==> config.mk <==
export PLATFORM = sky130hd
export DESIGN_NAME = prio_updown_counter
export DESIGN_NICKNAME = d
export VERILOG_FILES = /design/src/rtl/ucnt_pkg.sv /design/src/rtl/ucnt_edge.sv /design/src/rtl/ucnt_arb.sv /design/src/rtl/ucnt_reg.sv /design/src/rtl/prio_updown_counter.sv
export SDC_FILE = /design/constraint.sdc
export NUM_CORES = 1
export LEC_CHECK = 0
export BUFFER_PORTS_ARGS = -buffer_cell sky130_fd_sc_hd__buf_2
export CAP_MARGIN = 20
export CORE_UTILIZATION = 31
export CTS_CLUSTER_SIZE = 25
export DETAILED_ROUTE_END_ITERATION = 6
export SLEW_MARGIN = 10
export SYNTH_ARGS = -nofsm -noshare
export SYNTH_HDL_FRONTEND = slang
export SYNTH_SLANG_ARGS = --single-unit
==> constraint.sdc <==
create_clock -name clk -period 3.1 [get_ports clk]
set_clock_uncertainty 0.2 [all_clocks]
set_input_delay 0.155 -clock clk [delete_from_list [all_inputs] [get_ports clk]]
set_output_delay 0.155 -clock clk [all_outputs]
set_load 0.03 [all_outputs]
==> src/rtl/ucnt_pkg.sv <==
package ucnt_pkg;
   typedef enum logic [2:0] {
      ACT_HOLD  = 3'd0,
      ACT_CLEAR = 3'd1,
      ACT_LOAD  = 3'd2,
      ACT_INC   = 3'd3,
      ACT_DEC   = 3'd4
   } ucnt_act_e;
endpackage

==> src/rtl/ucnt_edge.sv <==
module ucnt_edge #(
   parameter int N = 2
) (
   input  logic         clk,
   input  logic         rst_n,
   input  logic         tick_i,
   input  logic [N-1:0] lvl_i,
   output logic [N-1:0] rise_o
);
   generate
      if (N < 1) begin : g_bad_n
         $error("ucnt_edge: N must be at least 1");
      end
      for (genvar i = 0; i < N; i++) begin : g_bit
         logic prev_q;
         always_ff @(posedge clk or negedge rst_n) begin
            if (!rst_n)      prev_q <= 1'b0;
            else if (tick_i) prev_q <= lvl_i[i];
         end
         assign rise_o[i] = tick_i & lvl_i[i] & ~prev_q;
      end
   endgenerate
endmodule

==> src/rtl/ucnt_arb.sv <==
module ucnt_arb
   import ucnt_pkg::*;
#(
   parameter int WIDTH = 4
) (
   input  logic             clear_i,
   input  logic             load_i,
   input  logic             up_rise_i,
   input  logic             dn_rise_i,
   input  logic [WIDTH-1:0] cnt_i,
   input  logic [WIDTH-1:0] preset_i,
   output ucnt_act_e        act_o
);
   logic up_room, dn_room;
   assign up_room = (cnt_i < preset_i);
   assign dn_room = (cnt_i != '0);

   always_comb begin
      if (clear_i)                  act_o = ACT_CLEAR;
      else if (load_i)              act_o = ACT_LOAD;
      else if (up_rise_i && up_room) act_o = ACT_INC;
      else if (dn_rise_i && dn_room) act_o = ACT_DEC;
      else                          act_o = ACT_HOLD;
   end
endmodule

==> src/rtl/ucnt_reg.sv <==
module ucnt_reg
   import ucnt_pkg::*;
#(
   parameter int WIDTH = 4
) (
   input  logic             clk,
   input  logic             rst_n,
   input  logic             enable_i,
   input  logic             tick_i,
   input  ucnt_act_e        act_i,
   input  logic [WIDTH-1:0] preset_i,
   output logic [WIDTH-1:0] cnt_o
);
   logic [WIDTH-1:0] cnt_q;

   always_ff @(posedge clk or negedge rst_n) begin
      if (!rst_n) begin
         cnt_q <= '0;
      end else if (!enable_i) begin
         cnt_q <= '0;
      end else if (tick_i) begin
         case (act_i)
            ACT_CLEAR: cnt_q <= '0;
            ACT_LOAD:  cnt_q <= preset_i;
            ACT_INC:   cnt_q <= cnt_q + 1'b1;
            ACT_DEC:   cnt_q <= cnt_q - 1'b1;
            default:   cnt_q <= cnt_q;
         endcase
      end
   end
   assign cnt_o = cnt_q;

   a_r2_hold_without_tick: assert property (@(posedge clk) disable iff (!rst_n)
      (enable_i && !tick_i) |=> $stable(cnt_q));
   a_r10_disable_clears: assert property (@(posedge clk) disable iff (!rst_n)
      !enable_i |=> (cnt_q == '0));
   a_r8_single_step: assert property (@(posedge clk) disable iff (!rst_n)
      (act_i == ACT_INC || act_i == ACT_DEC || act_i == ACT_HOLD)
      |=> (cnt_q == $past(cnt_q) || cnt_q == $past(cnt_q) + 1 ||
           cnt_q + 1 == $past(cnt_q) || cnt_q == '0));
endmodule

==> src/rtl/prio_updown_counter.sv <==
module prio_updown_counter
   import ucnt_pkg::*;
#(
   parameter int WIDTH = 4
) (
   input  logic             clk,
   input  logic             rst_n,
   input  logic             enable_i,
   input  logic             tick_i,
   input  logic [WIDTH-1:0] preset_i,
   input  logic             clear_i,
   input  logic             load_i,
   input  logic             up_i,
   input  logic             down_i,
   output logic [WIDTH-1:0] count_o,
   output logic             at_max_o,
   output logic             at_zero_o
);
   localparam int NEV = 2;

   generate
      if (WIDTH < 1 || WIDTH > 32) begin : g_bad_width
         $error("prio_updown_counter: WIDTH out of range 1..32");
      end
   endgenerate

   logic [NEV-1:0]   rise;
   logic [WIDTH-1:0] cnt;
   ucnt_act_e        act;

   ucnt_edge #(.N(NEV)) u_edge (
      .clk    (clk),
      .rst_n  (rst_n),
      .tick_i (tick_i),
      .lvl_i  ({down_i, up_i}),
      .rise_o (rise)
   );

   ucnt_arb #(.WIDTH(WIDTH)) u_arb (
      .clear_i   (clear_i),
      .load_i    (load_i),
      .up_rise_i (rise[0]),
      .dn_rise_i (rise[1]),
      .cnt_i     (cnt),
      .preset_i  (preset_i),
      .act_o     (act)
   );

   ucnt_reg #(.WIDTH(WIDTH)) u_reg (
      .clk      (clk),
      .rst_n    (rst_n),
      .enable_i (enable_i),
      .tick_i   (tick_i),
      .act_i    (act),
      .preset_i (preset_i),
      .cnt_o    (cnt)
   );

   assign count_o   = enable_i ? cnt : '0;
   assign at_max_o  = enable_i && (cnt >= preset_i);
   assign at_zero_o = (count_o == '0);

   a_r3_clear_wins: assert property (@(posedge clk) disable iff (!rst_n)
      (enable_i && tick_i && clear_i) |=> (count_o == '0 || !enable_i));
   a_r4_load_preset: assert property (@(posedge clk) disable iff (!rst_n)
      (enable_i && tick_i && !clear_i && load_i)
      |=> (!enable_i || cnt == $past(preset_i)));
   a_r10_idle_flags: assert property (@(posedge clk) disable iff (!rst_n)
      !enable_i |-> (at_zero_o && !at_max_o));
endmodule

* Word-level counts from Yosys, hierarchy flattened
Index checks and enable logic that the tools add are counted.
Word-level totals: bits in registers 6, bits of input ports 12, output and inout bits 6, logic and storage cells 33
Cells by class: add/subtract/negate cells 2, magnitude comparators 2, equal/unequal tests 6, multiplexer cells 8, bitwise operators 6, reduce and logical (&&, ||, !) cells 6
Operator list (number):
- $pmux W4 S4 | 1
- $mux W3 | 4
- $mux W4 | 3
- $eq A3 B2 Y1 const B | 2
- $ne A5 B1 Y1 const B | 1
- $add A4 B1 Y4 const B | 1
- $and A1 B1 Y1 | 4
- $ge A4 B4 Y1 | 1
- $logic_not A4 Y1 | 1
- $lt A4 B4 Y1 | 1
- $reduce_bool A4 Y1 | 1
- $sub A4 B1 Y4 const B | 1
- $eq A3 B1 Y1 const B | 1
- $eq A3 B3 Y1 const B | 1
- $logic_and A1 B1 Y1 | 3
- $ne A2 B1 Y1 const B | 1
- $not A1 Y1 | 2
- $reduce_and A2 Y1 | 1

* Depth between registers and ports, before layout
depth in word-level cells 11, mapped depth 11, depth with buffers taken out 11

* By module
A second synthesis with hierarchy kept.
Second synthesis, totals: cell total of the unflattened synthesis 91, area, all modules 832.0 um^2
By module, submodules not included:
- ucnt_reg | instances 1, cells an instance 49, area an instance 459.2 um^2, sequential area each 100.1 um^2
- prio_updown_counter | instances 1, cells an instance 19, area an instance 146.4 um^2, sequential area each 0.0 um^2
- ucnt_arb | instances 1, cells an instance 17, area an instance 133.9 um^2, sequential area each 0.0 um^2
- ucnt_edge | instances 1, cells an instance 6, area an instance 92.6 um^2, sequential area each 50.0 um^2

* Worst setup path after synthesis
Ideal clock, no wire load.
kind reg-to-reg, start reg u_reg.cnt_q[1], in the netlist u_reg.cnt_o[1], end reg u_reg.cnt_q[3], in the netlist u_reg.cnt_o[3], library setup time 0.138 ns, data arrival time 2.572 ns, required time 2.762 ns, path slack 0.190 ns, cell stages (with the launch flop) 11, path buffers 0, period minus slack after synthesis 2.910 ns, cells stage by stage dfrtp_1 ha_1 nor2b_1 o211ai_1 a2111oi_4 ha_1 a21o_1 a21oi_1 xnor2_1 mux2i_1 a311oi_2
On the way: word-level cells in the longest chain between the ends 10, elaborated cells on any way between the ends 19, those cells by class add/sub: 2; order compare: 1; eq/ne: 5; mux: 7; reduce/logical: 4
RTL lines:
- start, declared | line ucnt_reg.sv:14 | logic [WIDTH-1:0] cnt_q;
- start signal, assigned | line ucnt_reg.sv:24 | ACT_LOAD: cnt_q <= preset_i;
- start signal, assigned | line ucnt_reg.sv:25 | ACT_INC: cnt_q <= cnt_q + 1'b1;
- start signal, assigned | line ucnt_reg.sv:26 | ACT_DEC: cnt_q <= cnt_q - 1'b1;
- branches (longest 10 deep; another with $lt A4 B4 Y1)
Several ways; the timed one is not identified. The select of a mux whose other input is x is not followed. A chain may end at the register's enable or synchronous reset.

* Worst setup path after layout
start in preset_i[0], end reg u_reg.cnt_q[3], in the netlist u_reg.cnt_o[3]
On the way: word-level cells in the longest chain between the ends 9, elaborated cells on any way between the ends 14, those cells by class order compare: 1; eq/ne: 5; mux: 6; reduce/logical: 2
RTL lines:
- start, declared | line prio_updown_counter.sv:10 | input logic [WIDTH-1:0] preset_i,
- $lt A4 B4 Y1 (*) | line ucnt_arb.sv:15 | assign up_room = (cnt_i < preset_i);
- $logic_and A1 B1 Y1 (*) | line ucnt_arb.sv:21 | else if (up_rise_i && up_room) act_o = ACT_INC;
- $mux W3 (*) | line ucnt_arb.sv:21
- $mux W3 (*) | line ucnt_arb.sv:20 | else if (load_i) act_o = ACT_LOAD;
- $mux W3 (*) | line ucnt_arb.sv:19 | if (clear_i) act_o = ACT_CLEAR;
- $eq A3 B3 Y1 (tied with other cells) | line ucnt_reg.sv:22 | case (act_i)
- $pmux W4 S4 | line ucnt_reg.sv:22
- $mux W4 | line ucnt_reg.sv:21 | end else if (tick_i) begin
- $mux W4 | line ucnt_reg.sv:19 | end else if (!enable_i) begin
Mark *: on every way between the ends. The rest lies on a longest branch, timed or not. The select of a mux whose other input is x is not followed.

==> results.md <==
- Horiz. Die Dim: 48.6 µm
- # Max-Cap Violations: 0
- Critical Path End Type: register
- Final Total Pwr: 275 µW
- Placeable Area: 2000 µm²
- Clock group share of total power: 0.267
- Worst skew pair latency: 0.25 ns
- Seq pwr share: 0.325
- Io pins: 18
- Post-Syn Nets: 85
- Max-slew violations: 0
- Outcome: finished, final reports clean
- Final wirelength: 1610 µm
- Detail Route Antenna Nets: 0
- Via/cell ratio: 5.23
- Sink Count: 6
- Hold WS: 0.0127 ns
- Comb power frac: 0.408
- PwrDens: 309 nW/µm²
- HPWL after detailed placement: 1300 µm
- Die H: 48.6 µm
- Setup TNS: 0 ns
- Total grt overflow: 0
- # DRC: 0
- Synth unique cells: 32
- IO Port Bufs: 17
- First-pass GRT wire length: 2680 µm
- Worst Tran Pin Value: 0.453 ns
- DRT Pass-1 Iters: 4
- Rel. slew slack: 0.697
- Clock-pin transition on the worst setup and hold timing paths: 0.05 ns
- Hold Path Class: in -> reg
- CTS Buf Count: 3
- Die ar.: 2360 µm²
- Cell Area, Synth: 673 µm²
- M2 GR Usage: 0.250
- Pleak: 0.452 nW
- Final worst path period share: 0.952
- GR Layer Usage met1: 0.180
- CP Max Fanout: 2
- Share of post-route cells with drive strength above 1: 0.389
- Cell-internal power: 179 µW
- Avg Synthesized Cell Area: 10.2 µm²
- Area growth from synthesis to layout: 32.5%
- Final hold viol count: 0
- Initial core utilization: 0.336
- Final core utilization: 0.446
- H-tree depth: 1
- Largest net degree at the start of global routing: 11
- Commonest non-fill, non-tap cells in the layout: buf_2 (17), a21oi_1 (6), ha_1 (6), buf_4 (6), dfrtp_1 (6)
- Post-route minimum period: 2.95 ns
- Worst slack at placement: 0.162 ns
- M3 GR Usage: 0.0503
- Fill cell count: 201
- Fin worst setup slack: 0.149 ns
- Placed Area: 818 µm²
- DRT iter0 DRCs: 10
- Startpoint types: input pin
- Total track usage: 0.152
- Routability congestion estimate: 0.769
- #FFs+latches synth: 6
- Data arrival at the endpoint of the critical path: 2.87 ns
- Post-DR wirelength/cell: 13.2 µm
- CTS tree: built
- Cell Rows: 16
- Root buffer cell: clkbuf_4
- Sw Pwr: 95.9 µW
- Sw frac: 0.348
- Fin area: 892 µm²
- GRT busiest layer: met2
- ANT cells: 0
- Final net count: 116
- Ys Warns: 0
- Post-Synthesis Cells: 66
- Seq/Total Area, Yosys: 0.223
- Commonest non-fill, non-tap cell in the layout: buf_2
- Peak VDD IR: 0.230 mV
- Setup CP Type: in -> reg
- Placed instance count: 114
- Clk buf depth: 2
- WP data required: 3.01 ns
- Setup Viol. Count Final: 0
- Routed vias: 638
- Fmax: 339 MHz
- Vias in the first global route: 587
- Initial antenna violation count: 0
- Final Instance Count excl. Fillers: 122
## sequential cells by signal, indices dropped and copies added (netlist names)
| register | cells |
|---|---|
| u_edge.g_bit.prev_q | 2 |
| u_reg.cnt_o | 4 |
## layer usage
layer | vias up | wire length [µm]
li1 | 309 | -
met1 | 305 | 678
met2 | 22 | 832
met3 | 2 | 84
met4 | 0 | 13
met5 | - | 0
## logic make-up (layout without fill, tap and decap cells)
kind of cell / after synthesis / after routing / share of synthesized area
buffers and inverters: 6 / 35 / 0.0446
AOI/OAI and AO/OA: 23 / 23 / 0.323
and+or+nand+nor: 19 / 19 / 0.193
muxes: 3 / 3 / 0.0483
adders and majority gates: 7 / 7 / 0.141
xor gates and xnor gates: 2 / 2 / 0.0260
DFF: 6 / 6 / 0.223
## worst paths after layout
| check | startpoint | end | slack, ns | depth (start not counted) |
|---|---|---|---|---|
| max reg2reg | u_reg.cnt_o[1]$_DFFE_PN0P_ | u_reg.cnt_o[3]$_DFFE_PN0P_ | 0.22 | 10 |
| min | preset_i[3] | u_reg.cnt_o[3]$_DFFE_PN0P_ | 0.01 | 3 |
| max | preset_i[0] | u_reg.cnt_o[3]$_DFFE_PN0P_ | 0.15 | 12 |
| min reg2reg | u_edge.g_bit[1].prev_q$_DFFE_PN0P_ | u_edge.g_bit[1].prev_q$_DFFE_PN0P_ | 0.31 | 1 |
| min in group asynchronous | rst_n | u_reg.cnt_o[3]$_DFFE_PN0P_ | 0.06 | 2 |
| max in group asynchronous | rst_n | u_edge.g_bit[0].prev_q$_DFFE_PN0P_ | 2.49 | 2 |
## area by class of cell
type / count / area, µm² / share of cell area
multi-input cells: 54 / 497 / 0.557
repair buffers: 27 / 170 / 0.191
flip-flops and latches: 6 / 150 / 0.168
well taps: 27 / 33.8 / 0.0379
clock buffers: 3 / 22.5 / 0.0252
inverters: 5 / 18.8 / 0.0210
## cells in the mapped netlist
master	count	area share
nand2_1	4	0.022
and3b_2	1	0.015
and3_1	1	0.0093
a21oi_1	7	0.052
and2b_1	1	0.011
o211a_1	1	0.015
buf_6	1	0.017
ha_1	6	0.11
nor4_1	1	0.0093
inv_1	5	0.028
nor2b_1	1	0.0093
nor2_1	3	0.017
a32oi_1	2	0.026
dfrtp_1	6	0.22
a2111oi_4	1	0.041
o211ai_4	1	0.032
and2_4	2	0.026
a211oi_1	2	0.022
xnor2_1	1	0.013
mux2i_1	1	0.015
mux2_2	2	0.033
a311oi_1	1	0.013
fa_1	1	0.030
xor2_1	1	0.013
nand2b_1	1	0.0093
o41ai_4	1	0.041
nor4bb_4	1	0.037
a311oi_2	1	0.022
and2_1	3	0.028
o21ai_0	2	0.015
o211ai_1	1	0.011
a21o_1	3	0.033
## worst max-delay path: stages
cell,delay (ns)
dlygate4sd3_1,0.53
buf_2,0.13
ha_1,0.20
nor2b_1,0.16
o211ai_1,0.19
a2111oi_4,0.35
ha_1,0.29
a21o_1,0.18
a21oi_2,0.15
xnor2_1,0.14
mux2i_1,0.26
a311oi_2,0.12
## power by group through the flow
stage	Clock (mW)	Sequential, mW	Combinational, mW
global route	0.0831	0.0899	0.122
floorplan	0	0.0940	0.0689
finish	0.0735	0.0896	0.112
global placement	0	0.0904	0.105
detailed placement	0	0.0906	0.107
CTS	0.0780	0.0893	0.111
## repair_timing
action | 4_1_cts | 5_1_grt
endpoints found under the hold margin | 9 | 0
hold buffers | 4 | 0
setup endpoints to repair | 0 | 1
gates resized for setup | 0 | 1
buffers inserted | 0 | 1
No activity file was read; power rests on OpenSTA's default activity.
